===== src/rtl/cfg_loader_pkg.sv =====
package cfg_loader_pkg;

  typedef struct packed {
    logic shiftEn;
    logic shiftBit;
    logic commit;
    logic track;
  } ldrStrobes_t;

  typedef enum logic [1:0] {
    SEL_ZERO  = 2'b00,
    SEL_SHIFT = 2'b01,
    SEL_MCNT  = 2'b10,
    SEL_SYNTH = 2'b11
  } testSel_t;

endpackage


===== src/rtl/ldr_sync.sv =====
module ldr_sync #(
  parameter int WIDTH  = 4,
  parameter int STAGES = 2
) (
  input  logic             clk,
  input  logic             rstN,
  input  logic [WIDTH-1:0] asyncIn,
  output logic [WIDTH-1:0] syncOut
);
  logic [WIDTH-1:0] stage [STAGES];

  always_ff @(posedge clk or negedge rstN) begin
    if (!rstN) stage[0] <= '0;
    else       stage[0] <= asyncIn;
  end

  for (genvar i = 1; i < STAGES; i++) begin : gStage
    always_ff @(posedge clk or negedge rstN) begin
      if (!rstN) stage[i] <= '0;
      else       stage[i] <= stage[i-1];
    end
  end

  assign syncOut = stage[STAGES-1];
endmodule


===== src/rtl/ldr_ctrl.sv =====
module ldr_ctrl
  import cfg_loader_pkg::*;
#(
  parameter int SYNC_STAGES = 2
) (
  input  logic        clk,
  input  logic        rstN,
  input  logic        serClk,
  input  logic        serData,
  input  logic        serLoad,
  input  logic        parLoadN,
  output ldrStrobes_t strobes
);
  localparam int NSIG = 4;

  logic [NSIG-1:0] rawIn, syncIn;
  logic serClkS, serDataS, serLoadS, parLoadNS;
  logic serClkPrev, serLoadPrev;

  assign rawIn = {serClk, serData, serLoad, parLoadN};

  ldr_sync #(.WIDTH(NSIG), .STAGES(SYNC_STAGES)) uSync (
    .clk     (clk),
    .rstN    (rstN),
    .asyncIn (rawIn),
    .syncOut (syncIn)
  );

  assign {serClkS, serDataS, serLoadS, parLoadNS} = syncIn;

  always_ff @(posedge clk or negedge rstN) begin
    if (!rstN) begin
      serClkPrev  <= 1'b0;
      serLoadPrev <= 1'b0;
    end else begin
      serClkPrev  <= serClkS;
      serLoadPrev <= serLoadS;
    end
  end

  always_comb begin
    strobes.track    = !parLoadNS;
    strobes.shiftEn  = serClkS && !serClkPrev;
    strobes.shiftBit = serDataS;
    strobes.commit   = serLoadPrev && !serLoadS && parLoadNS;
  end

  AST_SHIFT_SINGLE: assert property (@(posedge clk) disable iff (!rstN)
    strobes.shiftEn |=> !strobes.shiftEn);
  AST_COMMIT_SINGLE: assert property (@(posedge clk) disable iff (!rstN)
    strobes.commit |=> !strobes.commit);
endmodule


===== src/rtl/ldr_data.sv =====
module ldr_data
  import cfg_loader_pkg::*;
#(
  parameter int M_W = 9,
  parameter int N_W = 3,
  parameter int T_W = 2
) (
  input  logic           clk,
  input  logic           rstN,
  input  ldrStrobes_t    strobes,
  input  logic [M_W-1:0] parM,
  input  logic [N_W-1:0] parNa,
  input  logic [N_W-1:0] parNb,
  input  logic           mCountIn,
  input  logic           synthClkIn,
  output logic [M_W-1:0] cfgM,
  output logic [N_W-1:0] cfgNa,
  output logic [N_W-1:0] cfgNb,
  output logic [T_W-1:0] cfgT,
  output logic           testOut
);
  localparam int FRAME_W = T_W + 2*N_W + M_W;
  localparam int NA_LO   = M_W;
  localparam int NB_LO   = M_W + N_W;
  localparam int T_LO    = M_W + 2*N_W;

  logic [FRAME_W-1:0] shiftReg;

  always_ff @(posedge clk or negedge rstN) begin
    if (!rstN) shiftReg <= '0;
    else if (strobes.shiftEn) shiftReg <= {shiftReg[FRAME_W-2:0], strobes.shiftBit};
  end

  always_ff @(posedge clk or negedge rstN) begin
    if (!rstN) begin
      cfgM  <= '0;
      cfgNa <= '0;
      cfgNb <= '0;
      cfgT  <= '0;
    end else if (strobes.track) begin
      cfgM  <= parM;
      cfgNa <= parNa;
      cfgNb <= parNb;
      cfgT  <= '0;
    end else if (strobes.commit) begin
      cfgM  <= shiftReg[M_W-1:0];
      cfgNa <= shiftReg[NA_LO +: N_W];
      cfgNb <= shiftReg[NB_LO +: N_W];
      cfgT  <= shiftReg[T_LO +: T_W];
    end
  end

  always_comb begin
    unique case (testSel_t'(cfgT[1:0]))
      SEL_ZERO:  testOut = 1'b0;
      SEL_SHIFT: testOut = shiftReg[FRAME_W-1];
      SEL_MCNT:  testOut = mCountIn;
      SEL_SYNTH: testOut = synthClkIn;
      default:   testOut = 1'b0;
    endcase
  end

  AST_SHIFT_MOVE: assert property (@(posedge clk) disable iff (!rstN)
    strobes.shiftEn |=> shiftReg == {$past(shiftReg[FRAME_W-2:0]), $past(strobes.shiftBit)});
  AST_COMMIT_LOAD: assert property (@(posedge clk) disable iff (!rstN)
    (strobes.commit && !strobes.track) |=> (cfgM == $past(shiftReg[M_W-1:0]) && cfgT == $past(shiftReg[T_LO +: T_W])));
  AST_PAR_FOLLOW: assert property (@(posedge clk) disable iff (!rstN)
    strobes.track |=> (cfgM == $past(parM) && cfgNa == $past(parNa) && cfgNb == $past(parNb)));
  AST_T_CLEARED: assert property (@(posedge clk) disable iff (!rstN)
    strobes.track |=> cfgT == '0);
  AST_HOLD_IDLE: assert property (@(posedge clk) disable iff (!rstN)
    (!strobes.track && !strobes.commit) |=> ($stable(cfgM) && $stable(cfgNa) && $stable(cfgNb) && $stable(cfgT)));
  always_comb begin
    if (rstN && cfgT == '0) AST_ZERO_SEL: assert (!testOut);
  end
endmodule


===== src/rtl/cfg_loader.sv =====
module cfg_loader
  import cfg_loader_pkg::*;
#(
  parameter int M_W         = 9,
  parameter int N_W         = 3,
  parameter int T_W         = 2,
  parameter int SYNC_STAGES = 2
) (
  input  logic           clk,
  input  logic           rstN,
  input  logic           serClk,
  input  logic           serData,
  input  logic           serLoad,
  input  logic           parLoadN,
  input  logic [M_W-1:0] parM,
  input  logic [N_W-1:0] parNa,
  input  logic [N_W-1:0] parNb,
  input  logic           mCountIn,
  input  logic           synthClkIn,
  output logic [M_W-1:0] cfgM,
  output logic [N_W-1:0] cfgNa,
  output logic [N_W-1:0] cfgNb,
  output logic [T_W-1:0] cfgT,
  output logic           testOut
);
  ldrStrobes_t strobes;

  ldr_ctrl #(.SYNC_STAGES(SYNC_STAGES)) uCtrl (
    .clk      (clk),
    .rstN     (rstN),
    .serClk   (serClk),
    .serData  (serData),
    .serLoad  (serLoad),
    .parLoadN (parLoadN),
    .strobes  (strobes)
  );

  ldr_data #(.M_W(M_W), .N_W(N_W), .T_W(T_W)) uData (
    .clk        (clk),
    .rstN       (rstN),
    .strobes    (strobes),
    .parM       (parM),
    .parNa      (parNa),
    .parNb      (parNb),
    .mCountIn   (mCountIn),
    .synthClkIn (synthClkIn),
    .cfgM       (cfgM),
    .cfgNa      (cfgNa),
    .cfgNb      (cfgNb),
    .cfgT       (cfgT),
    .testOut    (testOut)
  );
endmodule


===== config.mk =====
export PLATFORM = sky130hd
export DESIGN_NAME = cfg_loader
export DESIGN_NICKNAME = d
export VERILOG_FILES = /design/src/rtl/cfg_loader_pkg.sv /design/src/rtl/ldr_sync.sv /design/src/rtl/ldr_ctrl.sv /design/src/rtl/ldr_data.sv /design/src/rtl/cfg_loader.sv
export SDC_FILE = /design/constraint.sdc
export NUM_CORES = 1
export LEC_CHECK = 0
export CELL_PAD_IN_SITES_DETAIL_PLACEMENT = 2
export CELL_PAD_IN_SITES_GLOBAL_PLACEMENT = 2
export CORE_ASPECT_RATIO = 0.5
export CORE_MARGIN = 2
export CORE_UTILIZATION = 25
export CTS_BUF_LIST = sky130_fd_sc_hd__clkbuf_8
export DETAILED_ROUTE_END_ITERATION = 8
export PLACE_DENSITY_LB_ADDON = 0.15
export SLEW_MARGIN = 10
export SYNTH_ARGS = -nofsm -noshare
export SYNTH_HDL_FRONTEND = slang
export SYNTH_SLANG_ARGS = --single-unit

===== constraint.sdc =====
create_clock -name clk -period 1.6 [get_ports clk]
set_input_delay 0.16 -clock clk [delete_from_list [all_inputs] [get_ports clk]]
set_output_delay 0.16 -clock clk [all_outputs]
set_load 0.02 [all_outputs]

# Yosys cells after proc, flatten, opt, wreduce, memory -nomap -nowiden
# Index checks and enable logic that the tools add are counted.
[totals] reg_bits=44 output_inout_bits=18
[op_classes] n_eq_ne=4 n_mux=9 n_reduce_logical=6
[op_table] operator="$mux 9" n=2
[op_table] operator="$mux 3" n=4
[op_table] operator="$eq 2x2->1 const B" n=2
[op_table] operator="$mux 2" n=2
[op_table] operator="$pmux 1 s4" n=1
[op_table] operator="$logic_and 1x1->1" n=3
[op_table] operator="$eq 2x1->1 const B" n=1
[op_table] operator="$logic_not 1->1" n=2
[op_table] operator="$logic_not 2->1" n=1
[op_table] operator="$ne 2x2->1 const B" n=1

# Depth between registers and ports, before layout
[logic_depth] depth_word=5 depth_mapped=5

# Cells and area by module
# A second synthesis with hierarchy kept.
[unflattened] hier_cells=127 area_unflattened_um2=1785.5
[modules_own_cells] mod="ldr_data" n_inst=1 cells_each=110 area_per_inst_um2=1486.4 seq_area_each_um2=850.8
[modules_own_cells] mod="ldr_sync" n_inst=1 cells_each=12 area_per_inst_um2=230.2 seq_area_each_um2=200.2
[modules_own_cells] mod="ldr_ctrl" n_inst=1 cells_each=5 area_per_inst_um2=68.8 seq_area_each_um2=50.0

# Worst setup path after synthesis
# No wires, ideal clock.
[synth_timing] path_type="register to output" from="reg uData.cfgT[0]" to="out testOut" arrival_ns=1.105 required_ns=1.440 setup_slack_ns=0.335 stages_incl_launch_ff=4 cell_sequence="dfrtp_1 mux2_2 nand2_1 o21ai_0"
[synth_between] elab_chain_cells=2
[synth_lines] item="start: declaration" line_no="ldr_data.sv:19" source="output logic [T_W-1:0] cfgT,"
[synth_lines] item="start signal: assignment" line_no="ldr_data.sv:49" source="cfgT <= shiftReg[T_LO +: T_W];"
[synth_lines] item="$eq 2x2->1 (tied with other cells)" line_no="ldr_data.sv:54" source="unique case (testSel_t'(cfgT[1:0]))"
[synth_lines] item="$pmux 1 s4 *" line_no="ldr_data.sv:54"
[synth_lines] item="end: declaration" line_no="cfg_loader.sv:24" source="output logic testOut"
# Every way passes the cells marked *; elsewhere a longest branch is shown, timed or not.

# Final worst setup path
# Ends and elaborated chain as after synthesis.

==> run summary <==
largest net degree at the start of global routing: 21
share of the synthesized area in the top cell type: 0.619
setup TNS: 0 ns
Via density: 4.20
ant diodes: 0
Num CTS Buffers: 5
post-route cell area: 2370 um^2
Vias: 1109
dpl ws: -0.0993 ns
I/O pins: 41
Post-Syn Area: 1780 um^2
Routed Antenna Nets: 0
maximum fanout along the worst path: 2
DR iter-0 viols: 23
# DRC: 0
Final Non-Filler Cells: 264
area of the die: 7840 um^2
Routability Congestion: 0.653
syn_area_per_cell: 14.5 um^2
Pre-Repair DR Iteration Count: 3
Core Util, Final: 0.350
WP data arrival: 1.30 ns
# rows: 21
minimum clock period after layout: 1.46 ns
peak supply drop: 480 uV
Seq/Total Area, Yosys: 0.619
Routed Wire Length: 3560 um
crit path launch type: register
min-delay worst type: in2reg
P_leak: 1.11 nW
die width: 123 um
RSZ-0062 raised after global routing: no
status: completed
setup bufs post-CTS: 0
area growth from synthesis to final layout: 33.4%
critical path required time: 1.44 ns
PD cells: 1220 nW/um^2
Hold Vio Cnt, Final: 0
Yosys warnings: 0
clk buf depth: 2
Max Slew Vio Count: 0
Post-Synthesis Cells: 123
wire per inst: 13.5 um
Rel. slew slack: 0.705
Least-Margin Pin Slew: 0.442 ns
post-synthesis register bit count: 44
f_max: 683 MHz
Tcrit/Tclk final: 0.915
cell count after placement: 255
Syn Nets: 146
Final Setup Violations: 0
Placed Instance Area: 2270 um^2
CTS tree: yes
input/output buffers: 40
Power, Total: 2.90 mW
final setup skew: 0.00812 ns
synth unique cells: 15
DP Wirelength: 2560 um
Worst-path clk slew: 0.08 ns
CP endpoint kind: output port
Final nets: 194
H-tree Lvls: 2
initial antenna violation count: 0
vias in the first global route: 1230
Area contributors post-synth: dfrtp_1, mux2i_1, mux2_4
WS Path Type: reg2out
MaxCap Viol Count: 0
final worst setup slack: 0.137 ns
clk sinks: 44
worst-skew pair later-pin latency: 0.29 ns
Total Routing Usage GR: 0.102
Placeable Area: 6780 um^2
starting density of the core: 0.262
root cell of the clock tree: clkbuf_8
gr ovfl total: 0
first-pass GRT wire length: 6110 um
Die Y: 63.6 um
area leader, netlist: dfrtp_1
Worst Hold Margin: 0.311 ns
layout cells sized above 1: 0.215
[worst max-delay path: stages (launching register included)]
cell	delay (ns)
dfrtp_1	0.37
mux2_2	0.34
nand2_1	0.07
o21ai_0	0.08
buf_2	0.17
[cell usage in the layout (no fill, tap or decap), drive strengths merged]
master / synthesis / routed
o21ai: 1 / 1
clkbuf: 2 / 6
clkinv: 0 / 2
mux2: 18 / 18
nor2: 15 / 15
nand2b: 1 / 1
dfrtp: 44 / 44
nand2: 2 / 2
nor2b: 3 / 3
buf: 5 / 9
dlymetal6s2s: 0 / 1
mux2i: 17 / 17
dlygate4sd3: 0 / 1
clkdlybuf4s50: 0 / 37
a21oi: 15 / 15
[repair_timing]
action	CTS	global route
endpoints found under the setup margin	1	2
endpoints found under the hold margin	18	0
resized for setup	4	2
hold buffers	1	0
[cell type report]
| class | count | area [um^2] |
|---|---|---|
| multi-input combinational | 72 | 594 |
| timing repair buffer | 48 | 468 |
| tap | 92 | 115 |
| clock inverter | 2 | 10.0 |
| sequential | 44 | 1100 |
| fill | 715 | 4410 |
| clock buffer | 6 | 82.6 |
[per-layer routing]
| layer | GRT usage | part of all wire | routed length [um] |
|---|---|---|---|
| met1 | 0.136 | 0.48 | 1710 |
| met2 | 0.161 | 0.46 | 1630 |
| met3 | 0.0335 | 0.053 | 189 |
| met4 | 0.0256 | 0.0076 | 27 |
| met5 | 0 | 0 | 0 |
[kinds of logic (layout without fill, tap and decap cells)]
group,after synthesis,in the layout,synth area share
buffers and inverters,7,56,0.0464
AOI/OAI and AO/OA,16,16,0.0450
DFF,44,44,0.619
muxes,35,35,0.231
and+or+nand+nor,21,21,0.0584
[power breakdown]
part           leakage [nW]  internal [mW]  total (mW)  switching (mW)
Combinational         0.537          0.420       0.660           0.240
Clock                0.0510          0.345       0.701           0.356
Sequential            0.527           1.35        1.54           0.189
Total                  1.11           2.12        2.90           0.785
[path summary, 6_finish.rpt]
| check | from | end | slack [ns] | cells after the start |
|---|---|---|---|---|
| worst min-delay path | serData | uCtrl.uSync.stage[6] | 0.31 | 1 |
| worst max-delay path | uData.cfgT[0] | testOut | 0.14 | 4 |
| max in group asynchronous | rstN | uData.shiftReg[12] | 0.70 | 3 |
| worst max register to register | uCtrl.serClkPrev | uData.shiftReg[13] | 0.42 | 3 |
| worst min register to register | uCtrl.uSync.stage[6] | uCtrl.uSync.syncOut[2] | 0.35 | 0 |
| min in group asynchronous | rstN | uCtrl.uSync.syncOut[3] | 0.34 | 2 |
[synth_stat cells]
| library cell | instances |
|---|---|
| nor2_1 | 15 |
| o21ai_0 | 1 |
| mux2_2 | 8 |
| mux2_4 | 10 |
| dfrtp_1 | 44 |
| nor2b_1 | 2 |
| buf_12 | 3 |
| nor2b_4 | 1 |
| buf_6 | 1 |
| mux2i_1 | 17 |
| a21oi_1 | 15 |
| nand2b_4 | 1 |
| clkbuf_1 | 2 |
| nand2_1 | 2 |
| buf_1 | 1 |
[state kept, by name (all words and copies together) (netlist names)]
register / cells
uCtrl.serClkPrev: 1
uCtrl.serLoadPrev: 1
uCtrl.uSync.stage: 4
uCtrl.uSync.syncOut: 4
uData.cfgM: 9
uData.cfgNa: 3
uData.cfgNb: 3
uData.cfgT: 2
uData.shiftReg: 17
Note: power is estimated with default switching activity, not from simulation.
